===== config.mk =====
export PLATFORM = sky130hd
export DESIGN_NAME = trunk_dpll
export DESIGN_NICKNAME = d
export VERILOG_FILES = /design/src/rtl/tdpll_pkg.sv /design/src/rtl/tdpll_ref_front.sv /design/src/rtl/tdpll_phase_det.sv /design/src/rtl/tdpll_loop_filter.sv /design/src/rtl/tdpll_dco.sv /design/src/rtl/trunk_dpll.sv
export SDC_FILE = /design/constraint.sdc
export NUM_CORES = 1
export LEC_CHECK = 0
export ABC_AREA = 1
export BUFFER_PORTS_ARGS = -buffer_cell sky130_fd_sc_hd__buf_2
export CAP_MARGIN = 15
export CORE_MARGIN = 2
export CORE_UTILIZATION = 30
export DETAILED_ROUTE_END_ITERATION = 16
export HOLD_SLACK_MARGIN = 0.03
export PLACE_DENSITY = 0.45
export SKIP_CTS_REPAIR_TIMING = 1
export SYNTH_ARGS = -nofsm -noshare
export SYNTH_HDL_FRONTEND = slang
export SYNTH_SLANG_ARGS = --single-unit

===== constraint.sdc =====
create_clock -name clk -period 11.05 [get_ports clk]
set_input_delay 1.105 -clock clk [delete_from_list [all_inputs] [get_ports clk]]
set_output_delay 1.105 -clock clk [all_outputs]
set_load 0.01 [all_outputs]

===== src/rtl/tdpll_pkg.sv =====
package tdpll_pkg;

    typedef enum logic [1:0] {
        RATE_RSVD = 2'b00,
        RATE_8K   = 2'b01,
        RATE_T1   = 2'b10,
        RATE_E1   = 2'b11
    } rate_e;

    typedef struct packed {
        logic  hold;
        rate_e rate;
    } loop_ctrl_t;

    localparam int unsigned T1_REF_DIV = 193;
    localparam int unsigned E1_REF_DIV = 256;

    // reference edges per 8 kHz comparison tick
    function automatic int unsigned ref_ratio(rate_e r);
        case (r)
            RATE_T1: return T1_REF_DIV;
            RATE_E1: return E1_REF_DIV;
            default: return 1;
        endcase
    endfunction

    // rounded accumulator increment for a target carry rate
    function automatic longint unsigned nominal_word(longint unsigned out_hz,
                                                     longint unsigned clk_hz,
                                                     int unsigned     acc_w);
        return ((out_hz << acc_w) + clk_hz / 2) / clk_hz;
    endfunction

endpackage


===== src/rtl/tdpll_ref_front.sv =====
module tdpll_ref_front
    import tdpll_pkg::*;
#(
    parameter int SYNC_STAGES = 2,
    parameter int PRE_W       = 9
) (
    input  logic  clk,
    input  logic  rst_n,
    input  logic  ref_in,
    input  rate_e rate,
    output logic  tick
);
    logic [SYNC_STAGES:0] sync_q;
    logic                 rise;
    logic [PRE_W-1:0]     pre_q;
    logic [PRE_W-1:0]     last;

    assign rise = sync_q[SYNC_STAGES-1] & ~sync_q[SYNC_STAGES];
    assign last = PRE_W'(ref_ratio(rate) - 1);
    assign tick = rise && (pre_q >= last);

    always_ff @(posedge clk) begin
        if (!rst_n) begin
            sync_q <= '0;
        end else begin
            sync_q <= {sync_q[SYNC_STAGES-1:0], ref_in};
        end
    end

    always_ff @(posedge clk) begin
        if (!rst_n) begin
            pre_q <= '0;
        end else if (rise) begin
            pre_q <= (pre_q >= last) ? '0 : pre_q + 1'b1;
        end
    end


    rise_single_chk: assert property (@(posedge clk) disable iff (!rst_n)
        rise |=> !rise);


    tick_on_rise_chk: assert property (@(posedge clk) disable iff (!rst_n)
        tick |-> $rose(sync_q[SYNC_STAGES-1]));

endmodule


===== src/rtl/tdpll_phase_det.sv =====
module tdpll_phase_det #(
    parameter int FB_W  = 11,
    parameter int ERR_W = 8
) (
    input  logic                    clk,
    input  logic                    rst_n,
    input  logic                    carry,
    input  logic                    tick,
    output logic signed [ERR_W-1:0] err
);
    localparam int ERR_MAX = (1 << (ERR_W - 1)) - 1;
    localparam logic signed [FB_W-1:0]  POS_LIM = FB_W'(ERR_MAX);
    localparam logic signed [FB_W-1:0]  NEG_LIM = FB_W'(-ERR_MAX);
    localparam logic signed [ERR_W-1:0] E_HI    = ERR_W'(ERR_MAX);
    localparam logic signed [ERR_W-1:0] E_LO    = ERR_W'(-ERR_MAX);

    logic [FB_W-1:0]        fb_q;
    logic signed [FB_W-1:0] raw;

    assign raw = $signed(fb_q);

    always_comb begin
        if (raw > POS_LIM)      err = E_HI;
        else if (raw < NEG_LIM) err = E_LO;
        else                    err = ERR_W'(raw);
    end

    always_ff @(posedge clk) begin
        if (!rst_n) fb_q <= '0;
        else        fb_q <= fb_q + FB_W'(carry);
    end


    err_sat_chk: assert property (@(posedge clk) disable iff (!rst_n)
        tick |-> (err <= E_HI && err >= E_LO));


    fb_idle_chk: assert property (@(posedge clk) disable iff (!rst_n)
        !carry |=> $stable(fb_q));

endmodule


===== src/rtl/tdpll_loop_filter.sv =====
module tdpll_loop_filter
    import tdpll_pkg::*;
#(
    parameter int ERR_W    = 8,
    parameter int OFS_W    = 32,
    parameter int KP_SHIFT = 19,
    parameter int LP_SHIFT = 10
) (
    input  logic                    clk,
    input  logic                    rst_n,
    input  logic                    tick,
    input  logic signed [ERR_W-1:0] err,
    input  loop_ctrl_t              ctrl,
    output logic signed [OFS_W-1:0] ofs
);
    logic signed [OFS_W-1:0] ofs_q;
    logic signed [OFS_W-1:0] err_x;
    logic signed [OFS_W-1:0] target;
    logic signed [OFS_W-1:0] step;
    logic                    hold;

    assign hold   = ctrl.hold || (ctrl.rate == RATE_RSVD);
    assign err_x  = OFS_W'(err);
    assign target = -(err_x <<< KP_SHIFT);
    assign step   = (target - ofs_q) >>> LP_SHIFT;
    assign ofs    = ofs_q;

    always_ff @(posedge clk) begin
        if (!rst_n || hold) ofs_q <= '0;
        else if (tick)      ofs_q <= ofs_q + step;
    end


    hold_zero_chk: assert property (@(posedge clk) disable iff (!rst_n)
        hold |=> (ofs == '0));


    hold_between_chk: assert property (@(posedge clk) disable iff (!rst_n)
        (!tick && !hold) |=> $stable(ofs));

endmodule


===== src/rtl/tdpll_dco.sv =====
module tdpll_dco #(
    parameter int               ACC_W = 32,
    parameter int               OFS_W = 32,
    parameter logic [ACC_W-1:0] NOM_W = '0
) (
    input  logic                    clk,
    input  logic                    rst_n,
    input  logic signed [OFS_W-1:0] ofs,
    output logic [ACC_W-1:0]        acc,
    output logic                    carry
);
    logic [ACC_W-1:0]        acc_q;
    logic                    carry_q;
    logic signed [ACC_W-1:0] ofs_x;
    logic [ACC_W-1:0]        inc;
    logic [ACC_W:0]          sum;

    assign ofs_x = ACC_W'(ofs);
    assign inc   = NOM_W + $unsigned(ofs_x);
    assign sum   = {1'b0, acc_q} + {1'b0, inc};
    assign acc   = acc_q;
    assign carry = carry_q;

    always_ff @(posedge clk) begin
        if (!rst_n) begin
            acc_q   <= '0;
            carry_q <= 1'b0;
        end else begin
            acc_q   <= sum[ACC_W-1:0];
            carry_q <= sum[ACC_W];
        end
    end


    carry_wrap_chk: assert property (@(posedge clk) disable iff (!rst_n)
        carry_q |-> (acc_q < $past(acc_q)));

endmodule


===== src/rtl/trunk_dpll.sv =====
module trunk_dpll
    import tdpll_pkg::*;
#(
    parameter longint unsigned CLK_HZ   = 20000000,
    parameter longint unsigned DCO_HZ   = 16384000,
    parameter int              ACC_W    = 32,
    parameter int              FB_W     = 11,
    parameter int              ERR_W    = 8,
    parameter int              OFS_W    = 32,
    parameter int              PRE_W    = 9,
    parameter int              KP_SHIFT = 19,
    parameter int              LP_SHIFT = 10
) (
    input  logic             clk,
    input  logic             rst_n,
    input  logic             ref_in,
    input  logic [1:0]       rate_sel,
    input  logic             freerun,
    output logic [ACC_W-1:0] phase_o,
    output logic             carry_o
);
    localparam longint unsigned NOM   = nominal_word(DCO_HZ, CLK_HZ, ACC_W);
    localparam logic [ACC_W-1:0] NOM_W = ACC_W'(NOM);

    loop_ctrl_t              ctrl;
    logic                    tick;
    logic signed [ERR_W-1:0] err;
    logic signed [OFS_W-1:0] ofs;

    assign ctrl.hold = freerun;
    assign ctrl.rate = rate_e'(rate_sel);

    tdpll_ref_front #(.SYNC_STAGES(2), .PRE_W(PRE_W)) u_front (
        .clk(clk), .rst_n(rst_n), .ref_in(ref_in), .rate(ctrl.rate), .tick(tick)
    );

    tdpll_phase_det #(.FB_W(FB_W), .ERR_W(ERR_W)) u_pd (
        .clk(clk), .rst_n(rst_n), .carry(carry_o), .tick(tick), .err(err)
    );

    tdpll_loop_filter #(.ERR_W(ERR_W), .OFS_W(OFS_W), .KP_SHIFT(KP_SHIFT),
                        .LP_SHIFT(LP_SHIFT)) u_lf (
        .clk(clk), .rst_n(rst_n), .tick(tick), .err(err), .ctrl(ctrl), .ofs(ofs)
    );

    tdpll_dco #(.ACC_W(ACC_W), .OFS_W(OFS_W), .NOM_W(NOM_W)) u_dco (
        .clk(clk), .rst_n(rst_n), .ofs(ofs), .acc(phase_o), .carry(carry_o)
    );


    reset_clear_chk: assert property (@(posedge clk)
        !rst_n |=> (phase_o == '0 && !carry_o));

endmodule


==> results_dict.tcl, run 1 <==
set metrics [dict create \
    grt_max_degree 45 \
    setup_violations 0 \
    grt_pass1_wl_mm 50.76 \
    period_share_pct 44.26 \
    ys.flop_type "dfxtp_1" \
    finalCriticalPeriod_ns 4.890 \
    dr.pass1.iters 5 \
    syn_area_sq_mm 0.009911 \
    grt-ovfl-total 0 \
    power.density_mw_per_mm2 109.2 \
    numCtsBuffers 9 \
    num_vias 9971 \
    avgSynthCellArea_sq_um 6.473 \
    ys_warn_count 0 \
    rsz0062_at_grt "no" \
    synth_nets 1677 \
    cp.arrival_ns 5.15 \
    cts-root-buf "clkbuf_16" \
    power.leakage_nw 5.421 \
    ios 39 \
    crit_path_end_kind "flip-flop" \
    crit_type "flip-flop to flip-flop" \
    crit_fanout 10 \
    grt_pass1_vias 9880 \
    antenna_found_initial 0 \
    tightest_slew_ns 0.8197 \
    yosysUniqueCellTypes 52 \
    slew_violations 0 \
    drc 0 \
    rr_endpoint "u_lf.ofs[30]" \
    drv_cap 0 \
    vdd_ir_drop_max_mv 0.07100 \
    finalSetupTns_ns 0 \
    wl_per_cell_microns 15.75 \
    synth_seq_cells 88 \
    r2r_start "u_pd.fb_q[1]" \
    fillers 3663 \
    synth_top_area_share_pct 17.78 \
    max_slew_margin_pct 45.35 \
    worstSetupStartpointType "flip-flop" \
    floorplan.die.height_microns 185.8 \
    gp_congestion 0.9131 \
    portBuffers 38 \
    seq_area_frac_synth_pct 17.78 \
    drive_gt1_share_pct 8.635 \
    r2r_cells 24 \
    hold_depth 2 \
    antennaDiodeCount 0 \
    status "complete, no violations" \
    insertion_delay_ns 0.37 \
    cts_max_path_buffers 2 \
    fin_worst_skew_ns 0.01535 \
    required_ns 11.31 \
    async_flop_share_pct 0 \
    die_area_sq_mm 0.03450 \
    final_core_util_pct 33.57 \
    viasPerCell 4.943 \
    yosysTopAreaCell "dfxtp_1" \
    cts_tree "yes" \
    r2r_slack_ns 6.16 \
    cts.sinks 88 \
    syn-instance-count 1531 \
    start_util_pct 30.46 \
    routed_wl_mm 31.77 \
    fmax_ghz 0.2045 \
    hp-class "flip-flop to flip-flop" \
    grt.total_usage_pct 18.83 \
    antenna_left 0 \
    htreeDepth 3 \
    synth.area.top_cells "dfxtp_1 18%, ha_1 17%, nand2_1 12%" \
    syn2layout_area_growth_pct 10.20 \
    clkTransAtPathRegs_ns 0.07 \
    synth_edf_count 0 \
    die_width_microns 185.8 \
    final_nets 1716 \
    dr.first_iter.drc_count 567 \
    core_sq_mm 0.03254 \
    hold_viol 0 \
    min_to "u_front.sync_q[1]" \
    min-delay-start "u_front.sync_q[0]" \
    dpl.hpwl_mm 26.76 \
    rows 66 \
]
==> synthesized netlist by cell type, types with 5 or more instances <==
library cell	instances
a21o_1	16
a21oi_1	177
a21oi_2	10
a31oi_1	13
buf_2	6
dfxtp_1	88
ha_1	138
inv_1	195
inv_2	10
nand2_1	319
nand2_2	24
nand3_1	69
nand3_2	6
nand3b_1	5
nand4_1	20
nor2_1	146
nor2_2	12
nor3_1	25
nor4_1	7
o21a_1	6
o21ai_0	92
o21ai_1	10
o21ai_2	6
o21bai_1	9
xnor2_1	13
xor2_1	60
==> metrics by stage <==
step	worst slack (ns)	cells	power, mW	hold WS, ns	instance area (sq um)
after global placement	6.211	2001	0.8608	0.4054	10610
after global routing	5.757	2017	1.282	0.4439	10920
after detailed placement	6.221	2001	0.8576	0.4055	10610
after floorplan	7.231	1531	0.7181	0.3905	9911
after CTS	6.196	2017	1.202	0.4170	10920
final	6.160	2017	1.192	0.4116	10920
==> placed cells by master (no fill, tap or decap), types with 20 or more instances in the layout <==
master,netlist,layout
nor2_1,146,146
a21oi_1,177,177
nand2_2,24,24
nand2_1,319,319
o21ai_0,92,92
nand3_1,69,69
nand4_1,20,20
nor3_1,25,25
dfxtp_1,88,88
buf_2,6,38
xor2_1,60,60
ha_1,138,138
inv_1,195,195
==> metal layers <==
metal,vias to the layer above,track usage [%],share of wire (%)
li1,5224,-,-
met1,4552,25.08,50
met2,158,31.97,46
met3,37,2.191,2.7
met4,0,5.197,1.8
met5,-,0,0
==> worst max-delay path, cell delays in order (launching register included) <==
cell and delay, ns:
dfxtp_1 0.34, nor4_1 0.32, nand4_1 0.14, nand3_1 0.09
nand2_1 0.13, nor3b_1 0.19, ha_1 0.30, ha_1 0.36
nand2_1 0.14, nor2_1 0.15, nand3_1 0.13, nor2_1 0.14
nand2_2 0.09, nand3_1 0.12, nand2_1 0.27, ha_1 0.48
nand2_1 0.13, nor2_1 0.16, inv_1 0.09, nor4_1 0.41
nand3_1 0.24, nand3_1 0.12, nand2_1 0.05, o21ai_1 0.13
inv_1 0.05
==> power breakdown <==
group | switching, mW | internal [mW] | leakage, nW
sequential | 0.0178 | 0.342 | 0.719
clock | 0.153 | 0.188 | 0.141
combinational | 0.324 | 0.167 | 4.56
==> kinds of logic after synthesis <==
logic type	Yosys count	share of synthesized area, %
and+or+nand+nor	648	28.80
AOI/OAI and AO/OA	364	20.78
buffers and inverters	217	8.332
adders and majority gates	140	17.83
DFF	88	17.78
xor gates and xnor gates	73	6.451
other	1	0.03784
==> flip-flops by register name, summed over array words and instances, names as in the netlist <==
signal	count
u_front.pre_q	9
u_dco.carry	1
u_pd.fb_q	11
u_front.sync_q	3
u_dco.acc	32
u_lf.ofs	32
==> how the worst max path moves through the flow <==
stage / from / to / slack (ns)
2_1_floorplan: u_pd.fb_q[1] / u_lf.ofs[30] / 7.23
3_3_place_gp: u_pd.fb_q[1] / u_lf.ofs[30] / 6.21
3_5_place_dp: u_pd.fb_q[1] / u_lf.ofs[30] / 6.22
4_1_cts: u_pd.fb_q[1] / u_lf.ofs[30] / 6.20
5_1_grt: u_pd.fb_q[1] / u_lf.ofs[30] / 5.76
6_report: u_pd.fb_q[1] / u_lf.ofs[30] / 6.16
==> cell type report <==
type / count / area [sq um] / area share (%)
clock buffers: 12 / 256.5 / 2.348
clock inverters: 4 / 52.55 / 0.4812
inverters: 205 / 769.5 / 7.045
multi-input cells: 1226 / 7323 / 67.05
flip-flops and latches: 88 / 1762 / 16.13
well taps: 442 / 553.0 / 5.064
repair buffers: 40 / 205.2 / 1.879
(Power assumes the default switching activity.)
==> run 2, diff against run 1 <==
Clock period 11.05 ns to 4.8 ns, I/O delays scaled along.
==> run 2 against run 1 <==
Net effect:
- sequential cell count unchanged
- critical endpoint is now u_lf.ofs[24]
- highest routed layer unchanged
- global-route usage is 0.66 points higher
- largest cell class unchanged
- core utilization increased by 0.70 points
==> results_dict.tcl, run 2 (synthesized netlist as in run 1, its figures left out) <==
set metrics [dict create \
    dr_wl_met3_microns 702 \
    power.density_mw_per_mm2 250.1 \
    grt.total_usage_pct 19.49 \
    grt_pass1_vias 10050 \
    finalSetupTns_ns 0 \
    period_share_pct 93.45 \
    hold_viol 0 \
    hp-class "input port to flip-flop" \
    num_vias 9966 \
    fin_worst_skew_ns 0.01241 \
    drv_cap 0 \
    die_area_sq_mm 0.03450 \
    numCtsBuffers 9 \
    core_sq_mm 0.03254 \
    finalWorstSetupSlack_ns 0.3146 \
    crit_path_end_kind "flip-flop" \
    dpl.hpwl_mm 27.41 \
    insertion_delay_ns 0.39 \
    antennaDiodeCount 0 \
    top_layer_used "met4" \
    required_ns 5.13 \
    setup_violations 0 \
    r2r_slack_ns 0.31 \
    crit_fanout 7 \
    antenna_found_initial 0 \
    final_cell_mix "317 x nand2_1, 195 x inv_1, 169 x a21oi_1" \
    slowest_stage "ha_2" \
    wl_met2_mm 15.03 \
    die_width_microns 185.8 \
    antenna_left 0 \
    cp_cell_sequence "nor4_2 > nand4_1 > nand3_1 > nand2_1 > nor3b_1 > ha_1 > ha_4 > nand2_1 > nor3b_2 > nand3_1 > nand3_1 > nand2_1 > nand2_1 > a21oi_2 > xnor2_1 > ha_2 > nand4_1 > nor3_1 > nand3_1 > a31o_2 > nand3_1 > nand2_1 > inv_1" \
    rows 66 \
    grt-ovfl-total 0 \
    cp.arrival_ns 4.81 \
    grt_max_degree 44 \
    gp_congestion 0.9152 \
    htreeDepth 3 \
    tightest_slew_ns 0.6013 \
    routed_wl_mm 32.67 \
    status "complete, no violations" \
    ios 39 \
    drive_gt1_share_pct 11.08 \
    worstSetupStartpointType "flip-flop" \
    fmax_ghz 0.2229 \
    floorplan.die.height_microns 185.8 \
    vdd_ir_drop_max_mv 0.1872 \
    finalCriticalPeriod_ns 4.485 \
    grt_pass1_wl_mm 52.03 \
    crit_type "flip-flop to flip-flop" \
    cts.sinks 88 \
    critPathBufInv 1 \
    cts-root-buf "clkbuf_16" \
    start_util_pct 30.46 \
    cts_tree "yes" \
    dr.first_iter.drc_count 586 \
    clkTransAtPathRegs_ns 0.07 \
    dr.pass1.iters 5 \
    portBuffers 38 \
    crit_start "u_pd.fb_q[1]" \
    cp_top_family "simple AND/OR/NAND/NOR gates" \
    dp_slack_ns 0.09171 \
    syn2layout_area_growth_pct 12.50 \
    r2r_start "u_pd.fb_q[1]" \
    hold_depth 3 \
    drt-met1-wl_mm 16.22 \
    rsz0062_at_grt "yes" \
    power.leakage_nw 5.514 \
    rr_endpoint "u_lf.ofs[24]" \
    r2r_cells 23 \
    hold_ws_ns 0.2848 \
    final_nets 1730 \
    wl_per_cell_microns 16.08 \
    drc 0 \
    cts_max_path_buffers 2 \
    slew_violations 0 \
    min_to "u_front.sync_q[0]" \
    min-delay-start "ref_in" \
    layout_commonest_cell "nand2_1" \
    viasPerCell 4.907 \
    slowest_delay_ns 0.42 \
    max_slew_margin_pct 59.54 \
]
==> run 2: cell count changes in the layout (fill, tap and decap cells not counted), moves of 3 or more <==
cell | previous run | this run
a21oi_2 | 10 | 18
ha_1 | 138 | 130
buf_4 | 2 | 16
ha_2 | 0 | 6
nor4_1 | 7 | 4
clkinv_4 | 0 | 3
clkinvlp_4 | 3 | 0
a21oi_1 | 177 | 169
==> run 2: per-layer routing <==
| layer | vias up | global-route usage, % |
|---|---|---|
| li1 | 5234 | - |
| met1 | 4564 | 25.57 |
| met2 | 132 | 33.40 |
| met3 | 36 | 1.820 |
| met4 | 0 | 6.520 |
| met5 | - | 0 |
==> run 2: worst max-delay path by stage <==
stage | endpoint | slack, ns | depth (start not counted)
floorplan | u_lf.ofs[30] | 0.98 | 24
global route | u_lf.ofs[24] | -0.02 | 20
CTS | u_lf.ofs[30] | 0.07 | 24
finish | u_lf.ofs[24] | 0.31 | 23
global placement | u_lf.ofs[30] | 0.1 | 24
detailed placement | u_lf.ofs[30] | 0.09 | 24
==> run 2: cell type report <==
class / count / area [sq um]
Clock buffer: 9 / 225.2
Fill cell: 3688 / 21390
Clock inverter: 7 / 78.83
Sequential cell: 88 / 1762
Timing Repair Buffer: 54 / 310.3
Inverter: 205 / 769.5
Tap cell: 442 / 553.0
Multi-Input combinational cell: 1226 / 7451
==> run 2: through the flow <==
stage	power [mW]	cell area [sq um]	util, %	instances
floorplan	1.653	9911	-	1531
global placement	1.973	10710	32.92	2014
detailed placement	1.974	10710	32.92	2014
CTS	2.771	11010	33.85	2030
global route	2.999	11150	34.27	2031
finish	2.789	11150	34.27	2031
==> run 2: report_power, final <==
part / switching, mW / internal, mW / total, mW
sequential: 0.0434 / 0.788 / 0.832
combinational: 0.762 / 0.411 / 1.17
clock: 0.375 / 0.410 / 0.785
==> run 2: worst reg2reg max path, delay by kind of cell (launching register included) <==
family / cells / cell delay [ns]
fa+ha+maj: 3 / 1.04
xor+xnor: 1 / 0.15
flops: 1 / 0.35
compound gates: 2 / 0.38
simple gates: 16 / 2.50
buf+inv: 1 / 0.05
